===== config.mk =====
export PLATFORM = sky130hd
export DESIGN_NAME = sbc_standby_gate
export DESIGN_NICKNAME = d
export VERILOG_FILES = /design/src/rtl/sbc_pkg.sv /design/src/rtl/sbc_ctx_save.sv /design/src/rtl/sbc_stab_counter.sv /design/src/rtl/sbc_mode_fsm.sv /design/src/rtl/sbc_standby_gate.sv
export SDC_FILE = /design/constraint.sdc
export NUM_CORES = 1
export LEC_CHECK = 0
export CAP_MARGIN = 25
export CORE_UTILIZATION = 44
export DETAILED_ROUTE_END_ITERATION = 10
export PLACE_DENSITY = 0.86
export REMOVE_ABC_BUFFERS = 1
export SETUP_SLACK_MARGIN = 0.02
export SLEW_MARGIN = 40
export SYNTH_ARGS = -nofsm -noshare
export SYNTH_HDL_FRONTEND = slang
export SYNTH_SLANG_ARGS = --single-unit

===== constraint.sdc =====
create_clock -name clk -period 2.3 [get_ports clk]
set_input_delay 0.345 -clock clk [delete_from_list [all_inputs] [get_ports clk]]
set_output_delay 0.345 -clock clk [all_outputs]
set_load 0.005 [all_outputs]

===== src/rtl/sbc_pkg.sv =====
package sbc_pkg;

  typedef enum logic [1:0] {
    ST_RUN   = 2'd0,
    ST_HALT  = 2'd1,
    ST_SLEEP = 2'd2,
    ST_STAB  = 2'd3
  } sbc_state_e;

  // Wait is taken only when enabled (active-low option) and the CPU was
  // really running from a live high-speed oscillator before sleep.
  function automatic logic wait_needed(input logic opt_n,
                                       input logic osc_was_on,
                                       input logic sel_was_hi);
    return (!opt_n) && osc_was_on && sel_was_hi;
  endfunction

  // One down-count step; saturates at zero (underflow is flagged elsewhere).
  function automatic logic [7:0] count_step(input logic [7:0] cur);
    return (cur == 8'd0) ? 8'd0 : cur - 8'd1;
  endfunction

endpackage


===== src/rtl/sbc_ctx_save.sv =====
module sbc_ctx_save (
  input  logic clk,
  input  logic rst_n,
  input  logic capture,
  input  logic osc_hi_in,
  input  logic sel_hi_in,
  output logic osc_hi_saved,
  output logic sel_hi_saved
);

  always_ff @(posedge clk or negedge rst_n) begin
    if (!rst_n) begin
      osc_hi_saved <= 1'b0;
      sel_hi_saved <= 1'b0;
    end else if (capture) begin
      osc_hi_saved <= osc_hi_in;
      sel_hi_saved <= sel_hi_in;
    end
  end

  // saved context only changes on a capture
  a_r4_ctx_stable: assert property (@(posedge clk) disable iff (!rst_n)
    !capture |=> ($stable(osc_hi_saved) && $stable(sel_hi_saved)));

endmodule


===== src/rtl/sbc_stab_counter.sv =====
module sbc_stab_counter #(
  parameter int CNT_W = 8
) (
  input  logic             clk,
  input  logic             rst_n,
  input  logic             load,
  input  logic [CNT_W-1:0] load_val,
  input  logic             active,
  input  logic             tick,
  output logic             underflow
);

  localparam logic [CNT_W-1:0] ZERO = '0;
  localparam logic [CNT_W-1:0] ONE  = {{(CNT_W-1){1'b0}}, 1'b1};

  logic [CNT_W-1:0] cnt_q;
  logic             at_zero;
  logic             step;

  assign at_zero   = (cnt_q == ZERO);
  assign step      = active && tick && !at_zero;
  assign underflow = active && tick && at_zero;

  always_ff @(posedge clk or negedge rst_n) begin
    if (!rst_n)    cnt_q <= ZERO;
    else if (load) cnt_q <= load_val;
    else if (step) cnt_q <= cnt_q - ONE;
  end

  // each tick during the wait removes exactly one count
  a_r6_count_down: assert property (@(posedge clk) disable iff (!rst_n)
    (step && !load) |=> (cnt_q == $past(cnt_q) - ONE));

  // no tick, no change
  a_r6_hold_no_tick: assert property (@(posedge clk) disable iff (!rst_n)
    (!load && !tick) |=> $stable(cnt_q));

endmodule


===== src/rtl/sbc_mode_fsm.sv =====
module sbc_mode_fsm
  import sbc_pkg::*;
(
  input  logic       clk,
  input  logic       rst_n,
  input  logic       halt_req,
  input  logic       sleep_req,
  input  logic       wake,
  input  logic       need_wait,
  input  logic       underflow,
  output sbc_state_e state,
  output logic       enter_sleep,
  output logic       start_wait,
  output logic       gate_open,
  output logic       waiting
);

  sbc_state_e state_q, state_d;

  assign enter_sleep = (state_q == ST_RUN) && sleep_req;
  assign start_wait  = (state_q == ST_SLEEP) && wake && need_wait;

  always_comb begin
    state_d = state_q;
    unique case (state_q)
      ST_RUN: begin
        if (sleep_req)     state_d = ST_SLEEP;
        else if (halt_req) state_d = ST_HALT;
      end
      ST_HALT:  if (wake) state_d = ST_RUN;
      ST_SLEEP: if (wake) state_d = need_wait ? ST_STAB : ST_RUN;
      ST_STAB:  if (underflow) state_d = ST_RUN;
      default:  state_d = ST_RUN;
    endcase
  end

  always_ff @(posedge clk or negedge rst_n) begin
    if (!rst_n) state_q <= ST_RUN;
    else        state_q <= state_d;
  end

  assign state     = state_q;
  assign gate_open = (state_q == ST_RUN);
  assign waiting   = (state_q == ST_STAB);

  // halt exit opens the gate on the next cycle
  a_r9_halt_no_wait: assert property (@(posedge clk) disable iff (!rst_n)
    (state_q == ST_HALT && wake) |=> gate_open);

  // sleep exit without a wait opens the gate on the next cycle
  a_r8_no_wait_open: assert property (@(posedge clk) disable iff (!rst_n)
    (state_q == ST_SLEEP && wake && !need_wait) |=> (gate_open && !waiting));

  // gate stays shut through the wait until underflow
  a_r6_gate_held: assert property (@(posedge clk) disable iff (!rst_n)
    (waiting && !underflow) |=> !gate_open);

  // underflow releases the gate
  a_r7_uf_opens: assert property (@(posedge clk) disable iff (!rst_n)
    (waiting && underflow) |=> gate_open);

  // sleep wins over a simultaneous halt
  a_r10_sleep_wins: assert property (@(posedge clk) disable iff (!rst_n)
    (state_q == ST_RUN && sleep_req && halt_req) |=> (state_q == ST_SLEEP));

  // wake in run mode changes nothing
  a_r5_wake_in_run: assert property (@(posedge clk) disable iff (!rst_n)
    (state_q == ST_RUN && wake && !halt_req && !sleep_req) |=> gate_open);

endmodule


===== src/rtl/sbc_standby_gate.sv =====
module sbc_standby_gate
  import sbc_pkg::*;
#(
  parameter int CNT_W = 8
) (
  input  logic             clk,
  input  logic             rst_n,
  input  logic             halt_req,
  input  logic             sleep_req,
  input  logic             wake_nmi,
  input  logic             wake_port,
  input  logic             wake_timer,
  input  logic             osc_hi_cfg,
  input  logic             osc_lo_cfg,
  input  logic             cpu_sel_hi_cfg,
  input  logic             wait_en_n,
  input  logic [CNT_W-1:0] wait_preset,
  input  logic             hs_tick,
  output logic             osc_hi_en,
  output logic             osc_lo_en,
  output logic             cpu_sel_hi,
  output logic             cpu_clk_en,
  output logic             stab_wait,
  output logic             stab_done
);

  sbc_state_e state;
  logic wake_any, need_wait, enter_sleep, start_wait;
  logic osc_saved, sel_saved, underflow, gate_open, waiting;

  assign wake_any  = wake_nmi | wake_port | wake_timer;
  assign need_wait = wait_needed(wait_en_n, osc_saved, sel_saved);

  sbc_ctx_save u_ctx (
    .clk          (clk),
    .rst_n        (rst_n),
    .capture      (enter_sleep),
    .osc_hi_in    (osc_hi_cfg),
    .sel_hi_in    (cpu_sel_hi_cfg),
    .osc_hi_saved (osc_saved),
    .sel_hi_saved (sel_saved)
  );

  sbc_mode_fsm u_fsm (
    .clk         (clk),
    .rst_n       (rst_n),
    .halt_req    (halt_req),
    .sleep_req   (sleep_req),
    .wake        (wake_any),
    .need_wait   (need_wait),
    .underflow   (underflow),
    .state       (state),
    .enter_sleep (enter_sleep),
    .start_wait  (start_wait),
    .gate_open   (gate_open),
    .waiting     (waiting)
  );

  sbc_stab_counter #(.CNT_W(CNT_W)) u_cnt (
    .clk       (clk),
    .rst_n     (rst_n),
    .load      (start_wait),
    .load_val  (wait_preset),
    .active    (waiting),
    .tick      (hs_tick),
    .underflow (underflow)
  );

  always_comb begin
    unique case (state)
      ST_SLEEP: osc_hi_en = 1'b0;
      ST_STAB:  osc_hi_en = osc_saved;
      default:  osc_hi_en = osc_hi_cfg;
    endcase
  end

  assign cpu_sel_hi = (state == ST_SLEEP || state == ST_STAB) ? sel_saved : cpu_sel_hi_cfg;
  assign osc_lo_en  = osc_lo_cfg;
  assign cpu_clk_en = gate_open;
  assign stab_wait  = waiting;
  assign stab_done  = underflow;

  // accepted sleep turns the high-speed oscillator and CPU clock off
  a_r2_sleep_osc_off: assert property (@(posedge clk) disable iff (!rst_n)
    enter_sleep |=> (!osc_hi_en && !cpu_clk_en));

  // the wait only ever runs with the oscillator on
  a_r3_osc_on_in_wait: assert property (@(posedge clk) disable iff (!rst_n)
    start_wait |=> osc_hi_en);

  // underflow is a single-cycle pulse
  a_r7_single_pulse: assert property (@(posedge clk) disable iff (!rst_n)
    stab_done |=> !stab_done);

  // gate and wait status never both high
  a_r6_exclusive: assert property (@(posedge clk) disable iff (!rst_n)
    $onehot0({cpu_clk_en, stab_wait}));

endmodule


==> results.md <==
- Min cycle time layout: 2.23 ns
- Die X: 44.5 um
- Slew @ Worst Pin: 0.669 ns
- Buffers & Inverters on Critical Path: 2
- Flops & latches, synth: 12
- YS warnings: 0
- Finished Core Util: 66.0%
- Top-area cell type share of the netlist area: 37.7%
- Hold crit path type: input port to async pin
- PwrDens: 1040 nW/um2
- Setup WS pre-CTS: 0.259 ns
- Initial antenna violation count: 0
- Final setup violation count: 0
- Root buf cell: clkbuf_4
- RD Place Congestion: 0.820
- Share of cells above drive strength 1: 20.2%
- Data required, critical path: 1.96 ns
- Reg clk slew, reported paths: 0.08 ns
- Post-synthesis sequential area ratio: 37.7%
- Period utilization: 97.2%
- Area Overhead vs Synth: 41.7%
- Hold_buf cts: 0
- Clk sinks: 12
- CP startpoint kind: flop
- CTS buffer count: 3
- Worst R2R End: u_fsm.state[0]$_DFFE_PN0P_
- Worst R2R Path Depth: 7
- Reg-to-reg startpoint: u_cnt.cnt_q[0]$_DFFE_PN0P_
- Slowest CP cell: clkdlybuf4s50_1
- Max Clk Rate: 447 MHz
- Main synth FF type: dfrtp_1
- Setup TNS: 0 ns
- Fin nets: 137
- DR iter-0 viols: 17
- Post-route ant nets: 0
- R2r setup slk: 0.47 ns
- Hold WS: 0.418 ns
- Asr flop ratio synth: 100%
- # IOs: 26
- Outcome: finished, final reports clean
- Fin area: 1130 um2
- Final worst setup slack: 0.0653 ns
- Worst path max stage delay: 0.51 ns
- Initial Util: 46.6%
- Wire per inst: 13.2 um
- Fin Clk Skew: 0.00612 ns
- Static leakage power: 0.459 nW
- Top Family by Delay on Critical Path: buffers and inverters
- Synth area leader: dfrtp_1
- Rel. slew slack: 55.0%
- Worst-skew pair later-pin latency: 0.28 ns
- Worst path depth: 6
- Total core area: 1710 um2
- ANT cells: 0
- Netlist cell types: 40
- Arr. time, crit path: 1.89 ns
- CTS tree: built
- Crit-path cells: inv_2 > ha_2 > nor3b_4 > nand2_1 > nor2_1 > clkdlybuf4s50_1
- Mapped Avg Cell Area: 9.36 um2
- Vias per cell: 5.35
- # H-tree levels: 1
- Most frequent cells after synthesis: dfrtp_1, nor2_1, inv_1
- Die ar.: 1980 um2
- CTS Buffer Depth: 2
- DRT Pass-1 Iters: 5
- Area contributors post-synth: dfrtp_1, nor2_1, mux2_2
- Kind of critical path: flop to output port
- Slew Viols, Final: 0
- Placed instance area: 1060 um2
- Via count: 743
- Worst setup EP type: output port
- Vias in the first global route: 714
- # rows: 15
- Number of flops mapped to enable cells by yosys: 0
- Endpoints failing hold: 0
- Aggregate global routing overflow: 0
- Largest net degree at the start of global routing: 13
- Synth Instances: 85
- DPL Wire Length: 1.34 mm
- Crit-path max FO: 3
- First-pass GRT wire length: 2.94 mm
- DRC Markers: 0
- Max-cap violations: 0
- Synth Cell Area: 796 um2
- Port buffer count: 23
- VDD IR-drop max: 604 uV
- WL final: 1.84 mm
- Die Span Y: 44.5 um
- Gr usage total: 20.7%
[metal layers]
metal | vias to the layer above | GRT usage, % | routed length [um]
met3 | 4 | 3.67 | 93
met2 | 28 | 35.3 | 892
met5 | - | 0 | 0
met1 | 342 | 24.6 | 810
li1 | 369 | - | -
met4 | 0 | 10.9 | 38
[power by group]
part	internal [mW]	leakage [nW]	switching, mW
Clock	0.0964	0.0210	0.0778
Sequential	0.319	0.140	0.173
Combinational	0.310	0.298	0.197
Total	0.725	0.459	0.448
[worst max-delay path by stage]
stage	from	endpoint	slack [ns]
3_5_place_dp	u_cnt.cnt_q[0]$_DFFE_PN0P_	stab_done	0.26
3_3_place_gp	hs_tick	u_cnt.cnt_q[3]$_DFFE_PN0P_	0.32
4_1_cts	u_cnt.cnt_q[0]$_DFFE_PN0P_	stab_done	0.04
5_1_grt	u_cnt.cnt_q[0]$_DFFE_PN0P_	stab_done	-0.0005
2_1_floorplan	u_cnt.cnt_q[0]$_DFFE_PN0P_	u_cnt.cnt_q[4]$_DFFE_PN0P_	0.61
6_report	u_cnt.cnt_q[0]$_DFFE_PN0P_	stab_done	0.07
[kinds of logic after synthesis]
kind of cell	count (synthesis)	synth area share [%]
compound gates	21	18.4
mux	4	5.50
flops	12	37.7
buf+inv	9	5.03
fa+ha+maj	2	3.14
xor+xnor	2	2.20
simple gates	35	28.0
[repair_timing]
item,CTS,global route
setup buffers,0,2
setup endpoints to repair,1,1
resized for setup,1,3
[state kept, by name (all words and copies together) (netlist names)]
register,cells
u_cnt.cnt_q,8
u_ctx.osc_hi_saved,1
u_ctx.sel_hi_saved,1
u_fsm.state,2
[through the flow]
stage	instances	power [mW]
global placement	133	0.922
floorplan	82	0.751
detailed placement	133	0.947
CTS	137	1.13
finish	139	1.17
global route	139	1.26
[final cells by class]
type	instances	area, um2
clock buffer	4	36.3
fill	143	581
inverter	6	22.5
multi-input combinational	64	469
sequential	12	300
tap	25	31.3
timing repair buffer	28	268
[layout by cell type, fill, tap and decap left out, types with 2 or more instances in the layout]
cell	netlist	final
xnor2_1	2	2
nand2_1	5	5
nor2_1	12	12
mux2_2	3	3
clkdlybuf4s50_1	0	23
dfrtp_1	12	12
buf_4	1	5
a31oi_1	5	5
or3_1	2	2
clkbuf_4	0	3
o2111ai_1	2	2
a21oi_1	3	3
inv_1	6	5
o21ai_0	2	2
No activity file was read; power rests on OpenSTA's default activity.
